[src/rtl/jtag_tap_pkg.sv]
package jtag_tap_pkg;

  localparam int IR_W = 10;
  localparam int DR_W = 32;
  localparam int MFR_W = 11;
  localparam logic [MFR_W-1:0] MFR_ID = 11'h06E;
  localparam logic [IR_W-1:0] IR_CAPTURE = 10'b1010101010;

  localparam logic [IR_W-1:0] OP_BYPASS   = 10'h3FF;
  localparam logic [IR_W-1:0] OP_SAMPLE   = 10'h005;
  localparam logic [IR_W-1:0] OP_EXTEST   = 10'h00F;
  localparam logic [IR_W-1:0] OP_IDCODE   = 10'h006;
  localparam logic [IR_W-1:0] OP_USERCODE = 10'h007;
  localparam logic [IR_W-1:0] OP_HIGHZ    = 10'h00B;
  localparam logic [IR_W-1:0] OP_CLAMP    = 10'h00A;
  localparam logic [IR_W-1:0] OP_PULSE    = 10'h001;
  localparam logic [IR_W-1:0] OP_FACTORY  = 10'h281;

  typedef enum logic [3:0] {
    TLR, RTI, SEL_DR, CAP_DR, SHF_DR, EX1_DR, PAU_DR, EX2_DR, UPD_DR,
    SEL_IR, CAP_IR, SHF_IR, EX1_IR, PAU_IR, EX2_IR, UPD_IR
  } tap_state_e;

  typedef enum logic [3:0] {
    I_BYPASS, I_SAMPLE, I_EXTEST, I_IDCODE, I_USERCODE,
    I_HIGHZ, I_CLAMP, I_PULSE, I_FACTORY
  } instr_e;

  typedef struct packed {
    logic inReset;
    logic captureIr;
    logic shiftIr;
    logic updateIr;
    logic captureDr;
    logic shiftDr;
    logic updateDr;
  } tap_strobe_t;

  // Opcodes behind the gate fall back to bypass while it is closed.
  function automatic instr_e decodeOp(input logic [IR_W-1:0] op, input logic gateOpen);
    instr_e r;
    case (op)
      OP_BYPASS:   r = I_BYPASS;
      OP_SAMPLE:   r = I_SAMPLE;
      OP_EXTEST:   r = I_EXTEST;
      OP_FACTORY:  r = I_FACTORY;
      OP_IDCODE:   r = gateOpen ? I_IDCODE   : I_BYPASS;
      OP_USERCODE: r = gateOpen ? I_USERCODE : I_BYPASS;
      OP_HIGHZ:    r = gateOpen ? I_HIGHZ    : I_BYPASS;
      OP_CLAMP:    r = gateOpen ? I_CLAMP    : I_BYPASS;
      OP_PULSE:    r = gateOpen ? I_PULSE    : I_BYPASS;
      default:     r = I_BYPASS;
    endcase
    return r;
  endfunction

endpackage

[src/rtl/jtag_tap_ctrl.sv]
module jtag_tap_ctrl
  import jtag_tap_pkg::*;
(
  input  logic        tck,
  input  logic        rstN,
  input  logic        tms,
  output tap_state_e  state,
  output tap_strobe_t stb
);

  tap_state_e nextState;

  always_comb begin
    case (state)
      TLR:     nextState = tms ? TLR    : RTI;
      RTI:     nextState = tms ? SEL_DR : RTI;
      SEL_DR:  nextState = tms ? SEL_IR : CAP_DR;
      CAP_DR:  nextState = tms ? EX1_DR : SHF_DR;
      SHF_DR:  nextState = tms ? EX1_DR : SHF_DR;
      EX1_DR:  nextState = tms ? UPD_DR : PAU_DR;
      PAU_DR:  nextState = tms ? EX2_DR : PAU_DR;
      EX2_DR:  nextState = tms ? UPD_DR : SHF_DR;
      UPD_DR:  nextState = tms ? SEL_DR : RTI;
      SEL_IR:  nextState = tms ? TLR    : CAP_IR;
      CAP_IR:  nextState = tms ? EX1_IR : SHF_IR;
      SHF_IR:  nextState = tms ? EX1_IR : SHF_IR;
      EX1_IR:  nextState = tms ? UPD_IR : PAU_IR;
      PAU_IR:  nextState = tms ? EX2_IR : PAU_IR;
      EX2_IR:  nextState = tms ? UPD_IR : SHF_IR;
      UPD_IR:  nextState = tms ? SEL_DR : RTI;
      default: nextState = TLR;
    endcase
  end

  always_ff @(posedge tck or negedge rstN) begin
    if (!rstN) state <= TLR;
    else       state <= nextState;
  end

  always_comb begin
    stb.inReset   = (state == TLR);
    stb.captureIr = (state == CAP_IR);
    stb.shiftIr   = (state == SHF_IR);
    stb.updateIr  = (state == UPD_IR);
    stb.captureDr = (state == CAP_DR);
    stb.shiftDr   = (state == SHF_DR);
    stb.updateDr  = (state == UPD_DR);
  end

endmodule

[src/rtl/jtag_tap_dpath.sv]
module jtag_tap_dpath
  import jtag_tap_pkg::*;
#(
  parameter bit                LOCK_EN   = 1'b1,
  parameter logic [3:0]        VERSION   = 4'h3,
  parameter logic [15:0]       PART      = 16'hC3A5,
  parameter logic [DR_W-1:0]   USER_CODE = 32'h1234_5678
) (
  input  logic        tck,
  input  logic        rstN,
  input  logic        porN,
  input  logic        tdi,
  input  logic        bndSo,
  input  tap_strobe_t stb,
  output logic        tdo,
  output logic        tdoEn,
  output instr_e      activeIns,
  output logic        unlocked,
  output logic        cfgPulse
);

  localparam logic [DR_W-1:0] ID_VALUE = {VERSION, PART, MFR_ID, 1'b1};

  logic [IR_W-1:0] irShift;
  logic [DR_W-1:0] drShift;
  logic            bypassBit;
  logic            gateOpen;
  logic            drOut;
  instr_e          nextIns;

  assign gateOpen = !LOCK_EN || unlocked;
  assign nextIns  = decodeOp(irShift, gateOpen);

  // Instruction shift stage: rising edge.
  always_ff @(posedge tck or negedge rstN) begin
    if (!rstN)              irShift <= '0;
    else if (stb.captureIr) irShift <= IR_CAPTURE;
    else if (stb.shiftIr)   irShift <= {tdi, irShift[IR_W-1:1]};
  end

  // Active instruction and unlock: falling edge.
  always_ff @(negedge tck or negedge rstN) begin
    if (!rstN)             activeIns <= I_IDCODE;
    else if (stb.inReset)  activeIns <= I_IDCODE;
    else if (stb.updateIr) activeIns <= nextIns;
  end

  always_ff @(negedge tck or negedge porN) begin
    if (!porN)                                       unlocked <= 1'b0;
    else if (stb.updateIr && nextIns == I_FACTORY)   unlocked <= 1'b1;
  end

  always_ff @(negedge tck or negedge rstN) begin
    if (!rstN) cfgPulse <= 1'b0;
    else       cfgPulse <= stb.updateIr && (nextIns == I_PULSE);
  end

  // Data registers: rising edge.
  always_ff @(posedge tck or negedge rstN) begin
    if (!rstN) begin
      drShift   <= '0;
      bypassBit <= 1'b0;
    end else if (stb.captureDr) begin
      bypassBit <= 1'b0;
      case (activeIns)
        I_IDCODE:   drShift <= ID_VALUE;
        I_USERCODE: drShift <= USER_CODE;
        default:    drShift <= drShift;
      endcase
    end else if (stb.shiftDr) begin
      bypassBit <= tdi;
      drShift   <= {tdi, drShift[DR_W-1:1]};
    end
  end

  always_comb begin
    case (activeIns)
      I_IDCODE, I_USERCODE: drOut = drShift[0];
      I_SAMPLE, I_EXTEST:   drOut = bndSo;
      default:              drOut = bypassBit;
    endcase
  end

  always_ff @(negedge tck or negedge rstN) begin
    if (!rstN) begin
      tdo   <= 1'b0;
      tdoEn <= 1'b0;
    end else begin
      tdoEn <= stb.shiftIr || stb.shiftDr;
      if (stb.shiftIr)      tdo <= irShift[0];
      else if (stb.shiftDr) tdo <= drOut;
      else                  tdo <= 1'b0;
    end
  end

endmodule

[src/rtl/jtag_tap_gated.sv]
module jtag_tap_gated
  import jtag_tap_pkg::*;
#(
  parameter bit          LOCK_EN   = 1'b1,
  parameter logic [3:0]  VERSION   = 4'h3,
  parameter logic [15:0] PART      = 16'hC3A5,
  parameter logic [31:0] USER_CODE = 32'h1234_5678
) (
  input  logic tck,
  input  logic trstN,
  input  logic porN,
  input  logic tms,
  input  logic tdi,
  input  logic bndSo,
  output logic tdo,
  output logic tdoEn,
  output logic bndCapture,
  output logic bndShift,
  output logic bndUpdate,
  output logic modeExtest,
  output logic modeHighz,
  output logic modeClamp,
  output logic cfgPulse
);

  logic        rstN;
  tap_state_e  state;
  tap_strobe_t stb;
  instr_e      activeIns;
  logic        unlocked;
  logic        bndSel;

  assign rstN = trstN && porN;

  jtag_tap_ctrl uCtl (
    .tck   (tck),
    .rstN  (rstN),
    .tms   (tms),
    .state (state),
    .stb   (stb)
  );

  jtag_tap_dpath #(
    .LOCK_EN   (LOCK_EN),
    .VERSION   (VERSION),
    .PART      (PART),
    .USER_CODE (USER_CODE)
  ) uDp (
    .tck       (tck),
    .rstN      (rstN),
    .porN      (porN),
    .tdi       (tdi),
    .bndSo     (bndSo),
    .stb       (stb),
    .tdo       (tdo),
    .tdoEn     (tdoEn),
    .activeIns (activeIns),
    .unlocked  (unlocked),
    .cfgPulse  (cfgPulse)
  );

  assign bndSel     = (activeIns == I_SAMPLE) || (activeIns == I_EXTEST);
  assign bndCapture = bndSel && stb.captureDr;
  assign bndShift   = bndSel && stb.shiftDr;
  assign bndUpdate  = bndSel && stb.updateDr;
  assign modeExtest = (activeIns == I_EXTEST);
  assign modeHighz  = (activeIns == I_HIGHZ);
  assign modeClamp  = (activeIns == I_CLAMP);

endmodule

[config.mk]
export PLATFORM = sky130hd
export DESIGN_NAME = jtag_tap_gated
export DESIGN_NICKNAME = d
export VERILOG_FILES = /design/src/rtl/jtag_tap_pkg.sv /design/src/rtl/jtag_tap_ctrl.sv /design/src/rtl/jtag_tap_dpath.sv /design/src/rtl/jtag_tap_gated.sv
export SDC_FILE = /design/constraint.sdc
export NUM_CORES = 1
export LEC_CHECK = 0
export BUFFER_PORTS_ARGS = -buffer_cell sky130_fd_sc_hd__buf_2
export CAP_MARGIN = 5
export CORE_MARGIN = 4
export CORE_UTILIZATION = 47
export DETAILED_ROUTE_END_ITERATION = 10
export GPL_ROUTABILITY_DRIVEN = 0
export GPL_TIMING_DRIVEN = 0
export MAX_ROUTING_LAYER = met4
export PLACE_DENSITY_LB_ADDON = 0.2
export SLEW_MARGIN = 20
export SYNTH_ARGS = -nofsm -noshare
export SYNTH_HDL_FRONTEND = slang
export SYNTH_SLANG_ARGS = --single-unit
[constraint.sdc]
create_clock -name tck -period 2.1 [get_ports tck]
set_input_delay 0.105 -clock tck [delete_from_list [all_inputs] [get_ports tck]]
set_output_delay 0.105 -clock tck [all_outputs]
set_load 0.05 [all_outputs]
==> impl_metrics.ini, run 1 <==
[clock_tree]
clockRootBuffer = clkbuf_8
cts_buffer_depth = 2
numClockSinks = 55
cts_buffers = 5
clk_latency_ps = 360
tritoncts = done
clk_pin_slew_ps = 90
h-tree-depth = 2

[routing]
first_pass_iters = 4
routed-wl-met2_um = 3120
wl_met1_um = 2750
vias_per_cell = 5.83
met3_wirelength_um = 143
num_vias = 2028
routed_wl_um = 6080
route.detailed.drc = 0
antenna_left = 0
drtIter0Drc = 117
maxUsedRoutingLayer = met4
post_drt_wl_per_cell_um = 17.5

[critical_path]
end_kind = output port
crit_type = register to output port
reg2reg_depth = 8
reg2reg_to = uDp.drShift[27]
r2r_setup_slack_ps = -680
startpoint_type = register
critPathArrivalTime_ps = 2690
r2r-start = uDp.activeIns[1]
cp.required_ps = 2000
crit_fanout = 5

[final_layout]
n_fill_cell = 416
final_common_cell = dfrtp_1
drive_above_1_share = 0.385
nNetsFinal = 283
area_growth_pct = 31.8
num_antenna_cells = 0
utilization = 0.653
layout_common_cells = dfrtp_1, buf_4, buf_6

[power_and_ir_drop]
p_int_w = 0.00318
powerDensity_nw_per_um2 = 1550
switchingPower_w = 0.00209
power_w = 0.00527
clkPwrFrac = 0.115
swShare = 0.397
power_frac_comb = 0.513
p_leak_nw = 1.55
p_seq_frac = 0.371
ir_worst_vdd_mv = 0.811

[floorplanning]
coreArea_um2 = 5200
floorplan.die_area_um2 = 6740
start_util = 0.496
io_pins = 15
die_x_um = 82.1
die_h_um = 82.1
num_rows = 26

[sta]
rsz0062_at_grt = true
setup_viol = 46
worstMarginPinSlew_ps = 813
slew_violations = 0
slew_headroom = 0.458
setup_slack_ps = -690
final-hold-violation-count = 0
worst_clock_skew_ps = 55.1

[yosys]
synth_warnings = 0
synth_ff_type = dfrtp_1
ys_ff_latch = 55
synth_edf_count = 0
synthesis.nets = 234
synthCells = 228
async_flop_share = 1.00
syn_avg_cell_area_um2 = 11.3
synth_area_um2 = 2580
synth.distinct_cells = 54
yosysSeqAreaShare = 0.534

[placed_design]
port_buffers = 14
dp.final_hpwl_um = 3630

[worst_hold_path]
holdPathStages = 2
hp-class = input pin to register
min_to = uDp.irShift[9]
min-delay-start = tdi

[grt]
grt_pass1_vias = 2012
overflow = 0
grt_start_max_net_pins = 38
antenna_found_initial = 0
grt_usage = 0.201
grt_pass1_wl_um = 9980

[run]
cap_violations = 0

[run_status]
violations = negative setup slack
status = finished, violations left
-- power by group through the flow --
stage                     sequential [W]  combinational, W   clock [W]
after floorplan                  0.00186           0.00172  0.00000895
after global placement           0.00189           0.00208  0.00000895
after detailed placement         0.00189           0.00212  0.00000895
after CTS                        0.00193           0.00265    0.000621
after global routing             0.00202           0.00292    0.000663
final                            0.00196           0.00271    0.000608
-- cell type report --
| class | instances | area, um^2 | share of cell area |
|---|---|---|---|
| Clock buffer | 5 | 68.8 | 0.0202 |
| Buffer | 16 | 146 | 0.0430 |
| Timing Repair Buffer | 43 | 389 | 0.114 |
| Inverter | 8 | 32.5 | 0.00957 |
| Clock inverter | 5 | 27.5 | 0.00809 |
| Sequential cell | 55 | 1380 | 0.406 |
| Tap cell | 70 | 87.6 | 0.0258 |
| Multi-Input combinational cell | 146 | 1270 | 0.373 |
-- per-layer routing --
metal  GRT usage  vias up
met2       0.329       26
met5           -        -
li1            -      966
met1       0.258     1028
met4      0.0648        0
met3      0.0315        8
-- what timing repair did --
action,in CTS,in global routing
pin swaps,7,8
endpoints found under the hold margin,47,0
setup endpoints to repair,48,65
hold buffers,3,0
setup buffers,22,2
resized for setup,46,8
cloned,2,0
-- critical path, cell delays in order, from the launching register on --
cell     delay [ps]
dfstp_2         510
buf_6           110
xor2_2          150
nand2_2         140
nor4_4          170
buf_6           190
-- metrics by stage --
stage | hold WS [ps] | instances | worst slack (ps) | area (um^2) | TNS, ps
floorplan | 238 | 228 | -542 | 2720 | -19120
finish | 74.7 | 348 | -690 | 3400 | -25680
global placement | 378 | 312 | -686 | 2880 | -25440
detailed placement | 326 | 312 | -685 | 2880 | -24500
CTS | 62.0 | 347 | -708 | 3360 | -24330
global route | 73.6 | 348 | -778 | 3400 | -29090
-- cells in the mapped netlist (all sizes together), types with 3 or more instances --
master | n | area share
dfrtp | 47 | 0.46
nand2 | 15 | 0.022
a22o | 14 | 0.048
buf | 12 | 0.031
o21ai | 12 | 0.023
o22a | 12 | 0.041
nor2 | 10 | 0.017
inv | 9 | 0.013
a21oi | 8 | 0.017
o221a | 8 | 0.038
clkbuf | 6 | 0.0087
dfrtn | 6 | 0.058
a221o | 5 | 0.019
and3 | 5 | 0.012
nand3 | 5 | 0.015
nor2b | 4 | 0.0097
a221oi | 3 | 0.010
and2 | 3 | 0.0073
nand2b | 3 | 0.0073
-- logic make-up (layout without fill, tap and decap cells) --
family | Yosys count | count (layout) | synth area share
buffers and inverters | 27 | 77 | 0.0524
AOI/OAI and AO/OA | 79 | 79 | 0.257
muxes | 1 | 1 | 0.00388
xor gates and xnor gates | 3 | 3 | 0.0102
and+or+nand+nor | 63 | 63 | 0.143
DFF | 55 | 55 | 0.534
-- state kept, by name (all words and copies together) (netlist names), 4 cells and up --
register       cells
uCtl.state         4
uDp.irShift       10
uDp.drShift       32
uDp.activeIns      4
-- worst max-delay path by stage --
stage                                start         endpoint  slack, ps  depth (start not counted)
after global placement    uDp.activeIns[0]  uDp.drShift[26]       -690                          6
after detailed placement  uDp.activeIns[0]  uDp.drShift[26]       -690                          6
after floorplan           uDp.activeIns[0]  uDp.drShift[11]       -540                          6
final                     uDp.activeIns[0]        bndUpdate       -690                          5
after CTS                 uDp.activeIns[0]        bndUpdate       -710                          5
after global routing      uDp.activeIns[0]        bndUpdate       -780                          5
No activity file was read; power rests on OpenSTA's default activity.
==> run 2: changes to the inputs <==
Settings changed: CORE_MARGIN 4 to default.
==> impl_metrics.ini, run 2 (same netlist as run 1, synthesis figures left out) <==
[final_layout]
final_common_cell = dfrtp_1
fin_cells = 353
drive_above_1_share = 0.410
multi_input_area_um2 = 1290
area_growth_pct = 35.0
top_register = uDp.drShift
num_antenna_cells = 0
layout_common_cells = dfrtp_1, buf_4, buf_6
nNetsFinal = 288
largest_reg_flops = 32
top_regs = uDp.drShift: 32 flops, uDp.irShift: 10 flops
n_fill_cell = 397
final-seq-area_um2 = 1380

[worst_hold_path]
min-delay-start = tdi
holdPathStages = 2
hp-class = input pin to register
min_to = uDp.irShift[9]

[routing]
routed_wl_um = 6410
num_vias = 2104
antenna_left = 0
first_pass_iters = 4
vias_per_cell = 5.96
post_drt_wl_per_cell_um = 18.2
route.detailed.drc = 0
drtIter0Drc = 105

[clock_tree]
cts_buffers = 5
tritoncts = done
clk_latency_ps = 360
numClockSinks = 55
clk_pin_slew_ps = 100
cts_buffer_depth = 2
h-tree-depth = 2
clockRootBuffer = clkbuf_8

[floorplanning]
start_util = 0.496
io_pins = 15
coreArea_um2 = 5200
die_h_um = 76.1
num_rows = 26
die_x_um = 76.1
floorplan.die_area_um2 = 5790

[grt]
grt_pass1_wl_um = 10400
gr-usage-met1 = 0.299
grt_pass1_vias = 2027
antenna_found_initial = 0
met2_usage = 0.395
grt_start_max_net_pins = 26
grt_usage = 0.238
busiest_layer = met2
overflow = 0
use_met3 = 0.0431

[power_and_ir_drop]
powerDensity_nw_per_um2 = 1590
ir_worst_vdd_mv = 0.772
p_leak_nw = 1.57

[run]
cap_violations = 0

[critical_path]
startpoint_type = register
reg2reg_depth = 6
max_stage_delay_ps = 580
cpMaxStageDelayCell = dfstp_2
crit_fanout = 7
crit_start = uDp.activeIns[0]
cpLargestDelayFamily = compound AO/OA/AOI/OAI gates
crit_type = register to register
critPathArrivalTime_ps = 3030
cp.required_ps = 2310
r2r_setup_slack_ps = -720
reg2reg_to = uDp.drShift[1]
r2r-start = uDp.activeIns[0]
crit_cells = 6
crit_buf_inv = 2
end_kind = register
cp_cell_sequence = buf_4 > and3b_1 > a21oi_2 > o31a_4 > buf_6 > a22o_1

[sta]
worst_clock_skew_ps = 55.3
setup_viol = 46
rsz0062_at_grt = true
slew_headroom = 0.587
worstMarginPinSlew_ps = 614
slew_violations = 0
final-hold-violation-count = 0
fin_setup_tns_ps = -27770
setup_slack_ps = -719

[placed_design]
dp.final_hpwl_um = 3620
port_buffers = 14
placedCellCount = 312
post-place-ws_ps = -716

[run_status]
status = finished, violations left
violations = negative setup slack
==> run 2: cell types whose count changed in the layout (fill, tap and decap cells not counted), moves of 2 or more <==
cell   before  now
buf_4      21   28
buf_8       4    2
buf_2       8   10
inv_4       2    0
==> run 2: per-stage QoR <==
step	total power [W]	cell area, um^2	hold slack, ps	utilization
3_3_place_gp	0.00398	2880	396	0.553
3_5_place_dp	0.00402	2880	326	0.553
5_1_grt	0.00587	3480	66.3	0.669
4_1_cts	0.00539	3420	70.3	0.657
6_report	0.00553	3480	88.0	0.669
2_1_floorplan	0.00359	2720	238	-
==> run 2: final cells by class <==
class / count / area share
Multi-Input combinational cell: 146 / 0.370
Sequential cell: 55 / 0.397
Clock inverter: 4 / 0.0133
Tap cell: 70 / 0.0251
Inverter: 8 / 0.00970
Buffer: 11 / 0.0233
Timing Repair Buffer: 53 / 0.138
Clock buffer: 6 / 0.0237
==> run 2: worst max path at each step <==
stage | slack (ps) | end
floorplan | -540 | uDp.drShift[11]
global placement | -700 | uDp.drShift[26]
detailed placement | -720 | uDp.drShift[26]
CTS | -740 | bndUpdate
global route | -760 | bndUpdate
finish | -720 | uDp.drShift[1]
==> run 2: per-layer routing <==
metal / wire [um] / vias to the layer above
met5: 0 / -
met4: 133 / 0
met3: 278 / 16
met2: 3360 / 55
met1: 2640 / 1049
li1: - / 984
==> run 2: where the power goes <==
| part | internal [W] | total [W] | switching (W) |
|---|---|---|---|
| logic | 0.00145 | 0.00277 | 0.00132 |
| clock network | 0.000398 | 0.000764 | 0.000366 |
| registers | 0.00154 | 0.00200 | 0.000452 |
| total | 0.00339 | 0.00553 | 0.00214 |
==> run 2: repair_timing <==
item / in CTS / in global routing
pin swaps: 6 / 9
endpoints found under the hold margin: 47 / 0
gates cloned: 2 / 0
buffers inserted: 23 / 10
endpoints found under the setup margin: 49 / 46
hold buffers: 4 / 0
resized for setup: 46 / 15
==> run 3: changes to the inputs <==
Clock period 2.1 ns to 2.45 ns, I/O delays scaled along.
==> impl_metrics.ini, run 3 (same netlist as run 1, synthesis figures left out) <==
[power_and_ir_drop]
powerDensity_nw_per_um2 = 1340
p_int_w = 0.00269
power_frac_comb = 0.514
p_leak_nw = 1.50
swShare = 0.404
ir_worst_vdd_mv = 0.547
p_seq_frac = 0.371
switchingPower_w = 0.00182
clkPwrFrac = 0.115

[critical_path]
crit_type = register to output port
crit_buf_inv = 2
cpLargestDelayFamily = flip-flops
cp-endpoint = bndUpdate
reg2reg_to = uDp.drShift[23]
r2r_setup_slack_ps = -510
cpMaxStageDelayCell = dfstp_2
crit_cells = 5
max_stage_delay_ps = 510
cp.required_ps = 2330
startpoint_type = register
end_kind = output port
cp_cell_sequence = buf_6 > xor2_4 > nand2_4 > nor4_4 > buf_6
crit_fanout = 4
crit_path_frequent_cell = buf_6
reg2reg_depth = 6
crit_start = uDp.activeIns[0]
critPathArrivalTime_ps = 2890
r2r-start = uDp.activeIns[1]

[run_status]
violations = negative hold slack, negative setup slack
status = finished, violations left

[clock_tree]
numClockSinks = 55
cts_buffers = 5
clk_latency_ps = 350
h-tree-depth = 2
clockRootBuffer = clkbuf_8
cts_buffer_depth = 2
tritoncts = done
cts_hold_buf = 0
clk_pin_slew_ps = 90

[routing]
route.detailed.drc = 0
routed_wl_um = 6110
drtIter0Drc = 163
antenna_left = 0
num_vias = 2058
vias_per_cell = 5.91
post_drt_wl_per_cell_um = 17.6
first_pass_iters = 4

[final_layout]
nNetsFinal = 283
n_fill_cell = 402
num_antenna_cells = 0
top_register = uDp.drShift
fin_cells = 348
area_growth_pct = 30.6
final_common_cell = dfrtp_1
largest_reg_flops = 32
fin_area_um2 = 3370
layout_common_cells = dfrtp_1, buf_4, buf_6
top_regs = uDp.drShift: 32 flops, uDp.irShift: 10 flops
drive_above_1_share = 0.414

[floorplanning]
coreArea_um2 = 5200
die_x_um = 76.1
num_rows = 26
start_util = 0.496
floorplan.die_area_um2 = 5790
io_pins = 15
die_h_um = 76.1

[grt]
antenna_found_initial = 0
grt_start_max_net_pins = 55
overflow = 0
grt_usage = 0.236
grt_pass1_vias = 2043
grt_pass1_wl_um = 10400
gr-usage-met1 = 0.334
busiest_layer = met2
met2_usage = 0.335
use_met3 = 0.0419

[placed_design]
place_area_um2 = 2840
port_buffers = 14
dp.final_hpwl_um = 3550
placedCellCount = 312
post-place-ws_ps = -535

[sta]
worst_clock_skew_ps = 53.1
worstMarginPinSlew_ps = 721
setup_slack_ps = -564
rsz0062_at_grt = true
setup_viol = 45
whs_ps = -19.8
slew_headroom = 0.519
final-hold-violation-count = 15
slew_violations = 0

[run]
cap_violations = 0

[worst_hold_path]
hp-class = input pin to async pin
run 3: repair_timing:
| action | CTS | global route |
|---|---|---|
| setup buffers | 23 | 8 |
| gates resized for setup | 53 | 11 |
| pin swaps | 6 | 10 |
| gates cloned | 1 | 0 |
| endpoints found under the setup margin | 46 | 46 |
run 3: per-layer routing:
metal  wire length [um]  share of wire
met1               2910           0.48
met3                239          0.039
met5                  0              0
met2               2870           0.47
met4                 93          0.015
run 3: worst min-delay path by stage:
| stage | cells past startpoint | slack, ps | start | to |
|---|---|---|---|---|
| 2_1_floorplan | 2 | 260 | tdi | uDp.bypassBit |
| 3_3_place_gp | 3 | 390 | tdi | uDp.bypassBit |
| 3_5_place_dp | 2 | 350 | trstN | uDp.irShift[2] |
| 4_1_cts | 2 | 4 | trstN | uDp.drShift[0] |
| 5_1_grt | 2 | 30 | trstN | uDp.drShift[0] |
| 6_report | 2 | -20 | trstN | uDp.irShift[2] |
run 3: worst register-to-register path: cells and delay by family, from the launching register on:
family / cells / cell delay, ps
AOI/OAI and AO/OA: 3 / 560
and+or+nand+nor: 1 / 230
DFF: 1 / 510
buffers and inverters: 2 / 280
run 3: final cells by class:
class / count / area [um^2] / share of cell area
Buffer: 14 / 114 / 0.0338
Timing Repair Buffer: 45 / 370 / 0.110
Clock buffer: 6 / 72.6 / 0.0215
Tap cell: 70 / 87.6 / 0.0260
Multi-Input combinational cell: 146 / 1290 / 0.383
Inverter: 8 / 30.0 / 0.00891
Sequential cell: 55 / 1380 / 0.410
Clock inverter: 4 / 22.5 / 0.00668
run 3: stage by stage:
step | power [W] | setup TNS, ps | util
after floorplan | 0.00303 | -11620 | -
after global placement | 0.00337 | -17580 | 0.546
final | 0.00450 | -18450 | 0.647
after detailed placement | 0.00341 | -17450 | 0.546
after CTS | 0.00438 | -16290 | 0.634
after global routing | 0.00478 | -20580 | 0.647
run 3: power by group through the flow:
stage | Combinational (W) | Clock [W] | Sequential [W]
floorplan | 0.00143 | 0.00000767 | 0.00159
global placement | 0.00175 | 0.00000767 | 0.00161
detailed placement | 0.00178 | 0.00000767 | 0.00163
CTS | 0.00220 | 0.000524 | 0.00165
global route | 0.00250 | 0.000569 | 0.00172
finish | 0.00232 | 0.000516 | 0.00167
